**config.mk**
```make
export PLATFORM = sky130hd
export DESIGN_NAME = i2c_reg_master
export DESIGN_NICKNAME = d
export VERILOG_FILES = /design/src/rtl/i2c_rm_pkg.sv /design/src/rtl/i2c_rm_timer.sv /design/src/rtl/i2c_rm_regs.sv /design/src/rtl/i2c_reg_master.sv
export SDC_FILE = /design/constraint.sdc
export NUM_CORES = 1
export LEC_CHECK = 0
export CAP_MARGIN = 25
export CORE_ASPECT_RATIO = 0.5
export CORE_MARGIN = 2
export CORE_UTILIZATION = 55
export DETAILED_ROUTE_END_ITERATION = 10
export GPL_TIMING_DRIVEN = 0
export PLACE_DENSITY_LB_ADDON = 0.05
export SLEW_MARGIN = 20
export SYNTH_ARGS = -nofsm -noshare
export SYNTH_HDL_FRONTEND = slang
export SYNTH_SLANG_ARGS = --single-unit
```
**constraint.sdc**
```tcl
create_clock -name clk -period 9 [get_ports clk]
set_input_delay 1.8 -clock clk [delete_from_list [all_inputs] [get_ports clk]]
set_output_delay 1.8 -clock clk [all_outputs]
set_load 0.02 [all_outputs]
```
**src/rtl/i2c_rm_pkg.sv**
```systemverilog
package i2c_rm_pkg;

    localparam int unsigned BYTE_W = 8;
    localparam int unsigned STEP_W = 4;

    localparam logic [2:0] RA_SLAVE = 3'd0;
    localparam logic [2:0] RA_SUB   = 3'd1;
    localparam logic [2:0] RA_DATA  = 3'd2;
    localparam logic [2:0] RA_CTRL  = 3'd3;
    localparam logic [2:0] RA_STAT  = 3'd4;

    typedef enum logic [2:0] {
        EL_START, EL_STOP, EL_ADDR_W, EL_SUBADDR, EL_WDATA, EL_ADDR_R, EL_RDATA, EL_END
    } elem_t;

    typedef struct packed {
        logic              busy;
        logic              rd;
        logic [STEP_W-1:0] step;
        logic [3:0]        bitn;
        logic [1:0]        phase;
        logic [BYTE_W-1:0] rxsh;
        logic              nack;
        logic              stop_now;
        logic              err;
    } seq_t;

    // Bus element at position idx of a transaction of the given kind.
    function automatic elem_t elem_at(input logic rd, input logic rs, input logic [STEP_W-1:0] idx);
        elem_t e;
        e = EL_END;
        case (idx)
            4'd0: e = EL_START;
            4'd1: e = EL_ADDR_W;
            4'd2: e = EL_SUBADDR;
            4'd3: e = !rd ? EL_WDATA : (rs ? EL_START : EL_STOP);
            4'd4: e = !rd ? EL_STOP  : (rs ? EL_ADDR_R : EL_START);
            4'd5: e = !rd ? EL_END   : (rs ? EL_RDATA : EL_ADDR_R);
            4'd6: e = !rd ? EL_END   : (rs ? EL_STOP : EL_RDATA);
            4'd7: e = (rd && !rs) ? EL_STOP : EL_END;
            default: e = EL_END;
        endcase
        return e;
    endfunction

endpackage

```
**src/rtl/i2c_rm_timer.sv**
```systemverilog
module i2c_rm_timer #(
    parameter int unsigned QUARTER_CLKS = 4
) (
    input  logic clk,
    input  logic rst_n,
    input  logic run,
    output logic tick
);
    localparam int unsigned CW = (QUARTER_CLKS > 1) ? $clog2(QUARTER_CLKS) : 1;

    typedef struct packed {
        logic [CW-1:0] cnt;
    } tmr_t;

    tmr_t tmr_d, tmr_q;

    always_comb begin
        tmr_d = tmr_q;
        tick  = 1'b0;
        if (!run) begin
            tmr_d.cnt = '0;
        end else if (tmr_q.cnt == CW'(QUARTER_CLKS - 1)) begin
            tmr_d.cnt = '0;
            tick      = 1'b1;
        end else begin
            tmr_d.cnt = tmr_q.cnt + 1'b1;
        end
    end

    always_ff @(posedge clk or negedge rst_n) begin
        if (!rst_n) tmr_q <= '0;
        else        tmr_q <= tmr_d;
    end

    a_r9_count_bounded: assert property (@(posedge clk) disable iff (!rst_n)
        tmr_q.cnt <= CW'(QUARTER_CLKS - 1));

endmodule

```
**src/rtl/i2c_rm_regs.sv**
```systemverilog
module i2c_rm_regs
    import i2c_rm_pkg::*;
(
    input  logic              clk,
    input  logic              rst_n,
    input  logic              wr,
    input  logic [2:0]        addr,
    input  logic [BYTE_W-1:0] wdata,
    input  logic              busy,
    input  logic              rx_load,
    input  logic [BYTE_W-1:0] rx_byte,
    output logic [BYTE_W-1:0] slave,
    output logic [BYTE_W-1:0] subaddr,
    output logic [BYTE_W-1:0] data,
    output logic              rstart,
    output logic              go_write,
    output logic              go_read
);
    typedef struct packed {
        logic [BYTE_W-1:0] slave;
        logic [BYTE_W-1:0] sub;
        logic [BYTE_W-1:0] data;
        logic              rstart;
    } regs_t;

    regs_t regs_d, regs_q;

    always_comb begin
        regs_d   = regs_q;
        go_write = 1'b0;
        go_read  = 1'b0;
        if (wr && !busy) begin
            case (addr)
                RA_SLAVE: regs_d.slave = wdata;
                RA_SUB:   regs_d.sub   = wdata;
                RA_DATA: begin
                    regs_d.data = wdata;
                    go_write    = 1'b1;
                end
                RA_CTRL: begin
                    regs_d.rstart = wdata[1];
                    go_read       = wdata[0];
                end
                default: ;
            endcase
        end
        if (rx_load) regs_d.data = rx_byte;
    end

    always_ff @(posedge clk or negedge rst_n) begin
        if (!rst_n) regs_q <= '0;
        else        regs_q <= regs_d;
    end

    assign slave   = regs_q.slave;
    assign subaddr = regs_q.sub;
    assign data    = regs_q.data;
    assign rstart  = regs_q.rstart;

    a_r8_slave_frozen: assert property (@(posedge clk) disable iff (!rst_n)
        (busy && wr) |=> $stable(regs_q.slave));
    a_r8_sub_frozen: assert property (@(posedge clk) disable iff (!rst_n)
        (busy && wr) |=> $stable(regs_q.sub));
    a_r4_rstart_frozen: assert property (@(posedge clk) disable iff (!rst_n)
        (busy && wr) |=> $stable(regs_q.rstart));

endmodule

```
**src/rtl/i2c_reg_master.sv**
```systemverilog
module i2c_reg_master
    import i2c_rm_pkg::*;
#(
    parameter int unsigned QUARTER_CLKS = 4
) (
    input  logic       clk,
    input  logic       rst_n,
    input  logic       reg_wr,
    input  logic [2:0] reg_addr,
    input  logic [7:0] reg_wdata,
    output logic [7:0] reg_rdata,
    input  logic       sda_i,
    output logic       scl_oe,
    output logic       sda_oe
);
    logic              tick;
    logic [BYTE_W-1:0] slave_r, sub_r, data_r, rx_byte, tx_byte;
    logic              rstart_r, go_write, go_read, rx_load, is_byte;
    elem_t             el;
    seq_t              seq_d, seq_q;

    i2c_rm_timer #(.QUARTER_CLKS(QUARTER_CLKS)) u_timer (
        .clk  (clk),
        .rst_n(rst_n),
        .run  (seq_q.busy),
        .tick (tick)
    );

    i2c_rm_regs u_regs (
        .clk     (clk),
        .rst_n   (rst_n),
        .wr      (reg_wr),
        .addr    (reg_addr),
        .wdata   (reg_wdata),
        .busy    (seq_q.busy),
        .rx_load (rx_load),
        .rx_byte (rx_byte),
        .slave   (slave_r),
        .subaddr (sub_r),
        .data    (data_r),
        .rstart  (rstart_r),
        .go_write(go_write),
        .go_read (go_read)
    );

    // Current bus element and the byte it carries.
    always_comb begin
        el = seq_q.stop_now ? EL_STOP : elem_at(seq_q.rd, rstart_r, seq_q.step);
        is_byte = (el == EL_ADDR_W) || (el == EL_SUBADDR) || (el == EL_WDATA) ||
                  (el == EL_ADDR_R) || (el == EL_RDATA);
        case (el)
            EL_ADDR_W:  tx_byte = {slave_r[6:0], 1'b0};
            EL_ADDR_R:  tx_byte = {slave_r[6:0], 1'b1};
            EL_SUBADDR: tx_byte = sub_r;
            EL_WDATA:   tx_byte = data_r;
            default:    tx_byte = 8'hFF;
        endcase
    end

    // Open-drain line decode from element and phase.
    always_comb begin
        scl_oe = 1'b0;
        sda_oe = 1'b0;
        if (seq_q.busy) begin
            case (el)
                EL_START: begin
                    scl_oe = (seq_q.phase == 2'd0) || (seq_q.phase == 2'd3);
                    sda_oe = seq_q.phase[1];
                end
                EL_STOP: begin
                    scl_oe = (seq_q.phase == 2'd0);
                    sda_oe = !seq_q.phase[1];
                end
                EL_RDATA: begin
                    scl_oe = !seq_q.phase[1];
                    sda_oe = (seq_q.bitn == 4'd8);
                end
                default: begin
                    scl_oe = !seq_q.phase[1];
                    sda_oe = (seq_q.bitn < 4'd8) && !tx_byte[3'd7 - seq_q.bitn[2:0]];
                end
            endcase
        end
    end

    // Sequencer next state.
    always_comb begin
        logic el_done;
        seq_d   = seq_q;
        rx_load = 1'b0;
        rx_byte = {seq_q.rxsh[6:0], sda_i};
        el_done = 1'b0;
        if (!seq_q.busy) begin
            if (go_write || go_read) begin
                seq_d      = '0;
                seq_d.busy = 1'b1;
                seq_d.rd   = go_read;
            end
        end else if (tick) begin
            if (is_byte && seq_q.phase == 2'd2) begin
                if (seq_q.bitn == 4'd8) begin
                    if (el != EL_RDATA && sda_i) begin
                        seq_d.nack = 1'b1;
                        seq_d.err  = 1'b1;
                    end
                end else if (el == EL_RDATA) begin
                    seq_d.rxsh = rx_byte;
                    rx_load    = (seq_q.bitn == 4'd7);
                end
            end
            seq_d.phase = seq_q.phase + 2'd1;
            if (seq_q.phase == 2'd3) begin
                el_done = !is_byte || (seq_q.bitn == 4'd8);
                if (!el_done) begin
                    seq_d.bitn = seq_q.bitn + 4'd1;
                end else begin
                    seq_d.bitn = '0;
                    if (seq_q.stop_now ||
                        elem_at(seq_q.rd, rstart_r, seq_q.step + 4'd1) == EL_END) begin
                        seq_d.busy     = 1'b0;
                        seq_d.stop_now = 1'b0;
                        seq_d.step     = '0;
                    end else begin
                        seq_d.step = seq_q.step + 4'd1;
                        if (seq_d.nack) seq_d.stop_now = 1'b1;
                    end
                end
            end
        end
    end

    always_ff @(posedge clk or negedge rst_n) begin
        if (!rst_n) seq_q <= '0;
        else        seq_q <= seq_d;
    end

    always_comb begin
        case (reg_addr)
            RA_SLAVE: reg_rdata = slave_r;
            RA_SUB:   reg_rdata = sub_r;
            RA_DATA:  reg_rdata = data_r;
            RA_CTRL:  reg_rdata = {6'd0, rstart_r, 1'b0};
            RA_STAT:  reg_rdata = {6'd0, seq_q.err, seq_q.busy};
            default:  reg_rdata = 8'h00;
        endcase
    end

    a_r5_launch_sets_busy: assert property (@(posedge clk) disable iff (!rst_n)
        (!seq_q.busy && (go_write || go_read)) |=> seq_q.busy);
    a_r6_idle_lines_free: assert property (@(posedge clk) disable iff (!rst_n)
        !seq_q.busy |-> (!scl_oe && !sda_oe));
    a_r9_sda_steady_scl_high: assert property (@(posedge clk) disable iff (!rst_n)
        ($past(seq_q.busy) && seq_q.busy && is_byte && !scl_oe && $past(!scl_oe)) |-> $stable(sda_oe));
    a_r1_bit_index_range: assert property (@(posedge clk) disable iff (!rst_n)
        seq_q.busy |-> (seq_q.bitn <= 4'd8));

endmodule

```
==> results.sh <==
export IMPL_yosysSeqAreaShare_pct=38.7
export IMPL_setup_worst_path_class="in2out"
export IMPL_cp_arrival_ps=4190
export IMPL_status="complete, no violations"
export IMPL_setup_viol=0
export IMPL_min_path_type="reg2reg"
export IMPL_antenna_cells=0
export IMPL_via_count=2829
export IMPL_postLayoutCellArea_um2=3690
export IMPL_hold_viol=0
export IMPL_place_hpwl_mm=6.18
export IMPL_cp_slowest_cell="clkdlybuf4s50_1"
export IMPL_path_max_fanout=10
export IMPL_path_cells="clkdlybuf4s50_1, clkbuf_1, nor2b_1, a21oi_1, nor2_1, clkdlybuf4s50_1"
export IMPL_synth_net_count=360
export IMPL_die_area_um2=6420
export IMPL_p_int_w=0.000728
export IMPL_ir_drop_v=0.000217
export IMPL_antenna_found_initial=0
export IMPL_clock_fmax_ghz=0.167
export IMPL_routed_wl_mm=8.31
export IMPL_pwr_share_comb_pct=52.0
export IMPL_worstMarginPinSlew_ps=814
export IMPL_power_density_nw_per_um2=351
export IMPL_cp_slowest_stage_delay_ps=630
export IMPL_drc=0
export IMPL_clockRootBuffer="clkbuf_16"
export IMPL_synth_distinct_cells=69
export IMPL_cts_max_path_buffers=2
export IMPL_cts_tree="built"
export IMPL_pwr_share_clk_pct=17.3
export IMPL_cp_required_ps=7200
export IMPL_avgSynthCellArea_um2=9.46
export IMPL_leakage_nw=1.61
export IMPL_endpoint_kind="output port"
export IMPL_avgViaCountPerCell=6.41
export IMPL_yosys_most_used_dff="dfrtp_1"
export IMPL_netSwitchingFraction_pct=43.7
export IMPL_fin_crit_sh_pct=66.6
export IMPL_relSlewSlack_pct=45.2
export IMPL_finClkSkew_ps=8.92
export IMPL_area_growth_pct=16.4
export IMPL_die_w_um=111
export IMPL_grt_total_usage_pct=27.5
export IMPL_htreeDepth=2
export IMPL_hold_buffers=0
export IMPL_final_nets=392
export IMPL_p_seq_share_pct=30.7
export IMPL_drtIter0Drc=357
export IMPL_ys_ff_latch=49
export IMPL_design_core_area_um2=5520
export IMPL_switchingPower_w=0.000566
export IMPL_placed_cell_area_um2=3510
export IMPL_routedWlPerCell_um=18.9
export IMPL_yosys_warnings=0
export IMPL_drt_first_pass_iters=5
export IMPL_final_layout_size_suffix_gt1_share_pct=13.3
export IMPL_path_common_cell="clkdlybuf4s50_1"
export IMPL_crit_buf_inv=3
export IMPL_cp_start_kind="input port"
export IMPL_drt_antenna_violating_nets=0
export IMPL_rsz0062_at_grt="false"
export IMPL_grt_max_degree=32
export IMPL_clkTransAtPathRegs_ps=70
export IMPL_grt_pass1_vias=2722
export IMPL_min_period_ps=5990
export IMPL_cts_setup_buffers=0
export IMPL_drv_cap=0
export IMPL_die_height_um=57.7
export IMPL_clock_sinks=49
export IMPL_io_pins=25
export IMPL_std_cell_rows=19
export IMPL_synth_area_um2=3170
export IMPL_async_flop_share_pct=100
export IMPL_grt_pass1_wl_mm=13.8
export IMPL_setup_tns_ps=0
export IMPL_cts_buffers=5
export IMPL_place_congestion=0.963
export IMPL_synth_cells=335
export IMPL_clk_insertion_delay_late_ps=300
export IMPL_crit_family="buffers and inverters"
export IMPL_initial_utilization_pct=57.4
export IMPL_slew_violations=0
export IMPL_synth_edf_count=0
export IMPL_overflow=0
export IMPL_portBuffers=24
export IMPL_ctsResizeCount=0
synth_stat cells, drive strengths merged, types with 6 or more instances:
| cell type | instances | area [µm²] |
|---|---|---|
| mux2 | 17 | 191 |
| nor3 | 6 | 41.3 |
| a221o | 6 | 60.1 |
| o21ai | 21 | 105 |
| nand2 | 26 | 97.6 |
| a21oi | 14 | 70.1 |
| dfrtp | 49 | 1230 |
| inv | 19 | 71.3 |
| nor2 | 29 | 111 |
| nand3 | 18 | 90.1 |
| clkbuf | 8 | 30.0 |
| ha | 10 | 125 |
| a21o | 6 | 45.0 |
| buf | 6 | 40.0 |
| mux2i | 8 | 80.1 |
cells in the final DEF (no fill, tap or decap), drive strengths merged, types with 3 or more instances in the layout:
| cell | n |
|---|---|
| dfrtp | 49 |
| nor2 | 29 |
| nand2 | 26 |
| clkdlybuf4s50 | 23 |
| o21ai | 21 |
| inv | 20 |
| nand3 | 18 |
| mux2 | 17 |
| a21oi | 14 |
| clkbuf | 13 |
| ha | 10 |
| mux2i | 8 |
| buf | 8 |
| a221o | 6 |
| a21o | 6 |
| nor3 | 6 |
| nor2b | 5 |
| and2 | 5 |
| nand4 | 5 |
| o21a | 5 |
| and3 | 5 |
| or3 | 5 |
| o22ai | 4 |
| o211ai | 4 |
| nor3b | 4 |
| a31oi | 4 |
| a211oi | 3 |
| xnor2 | 3 |
| o31ai | 3 |
| nor4 | 3 |
| a21boi | 3 |
logic make-up (layout without fill, tap and decap cells):
group	after synthesis	in the layout	synth area share, %
AO/OA/AOI/OAI	93	93	22.0
flip-flops	49	49	38.7
AND/OR/NAND/NOR	120	120	20.5
multiplexers	26	26	9.28
adder cells (fa/ha/maj)	10	10	3.95
XOR/XNOR	4	4	1.11
buffers and inverters	33	66	4.46
flip-flops by register name, indices dropped and copies added (netlist names):
signal,count
u_regs.subaddr,8
seq_q,15
u_regs.rstart,1
rx_byte,7
u_regs.data,8
u_timer.tmr_q,2
u_regs.slave,8
metal layers:
layer / global-route usage [%] / vias to the layer above / wire length [µm]
li1: - / 1307 / -
met1: 40.8 / 1395 / 3990
met2: 42.2 / 113 / 3590
met3: 5.75 / 14 / 615
met4: 6.88 / 0 / 117
met5: 0 / - / 0
cell type report:
| class | instances | area, µm² |
|---|---|---|
| inverter | 19 | 71.3 |
| clock buffer | 5 | 125 |
| timing repair buffer | 25 | 255 |
| buffer | 14 | 70.1 |
| clock inverter | 3 | 48.8 |
| sequential | 49 | 1230 |
| multi-input combinational | 253 | 1800 |
| fill | 468 | 1830 |
| tap | 73 | 91.3 |
power groups by stage:
stage	combinational, W	clock [W]	sequential [W]
floorplan	0.000477	0	0.000367
global placement	0.000632	0	0.000393
detailed placement	0.000650	0	0.000398
CTS	0.000660	0.000224	0.000394
global route	0.000729	0.000237	0.000408
finish	0.000673	0.000223	0.000397
final timing paths:
kind,slack [ps],start,endpoint,cells after the start
hold / removal,440,u_timer.tmr_q[0],u_timer.tmr_q[0],1
setup reg to reg,5900,seq_q[18],u_regs.data[3],10
hold reg to reg,440,u_timer.tmr_q[0],u_timer.tmr_q[0],1
max in group asynchronous,7050,rst_n,u_regs.rstart,2
min in group asynchronous,1430,rst_n,rx_byte[5],1
setup / recovery,3010,reg_addr[1],reg_rdata[4],6
through the flow:
step	total power, W	cells	hold slack [ps]	utilization, %	setup WS (ps)
CTS	0.00128	441	445	66.9	3080
global placement	0.00102	432	421	63.5	3180
floorplan	0.000844	335	409	-	4390
detailed placement	0.00105	433	436	63.7	3140
global route	0.00137	441	466	66.9	2960
finish	0.00129	441	441	66.9	3010
(Power assumes the default switching activity.)
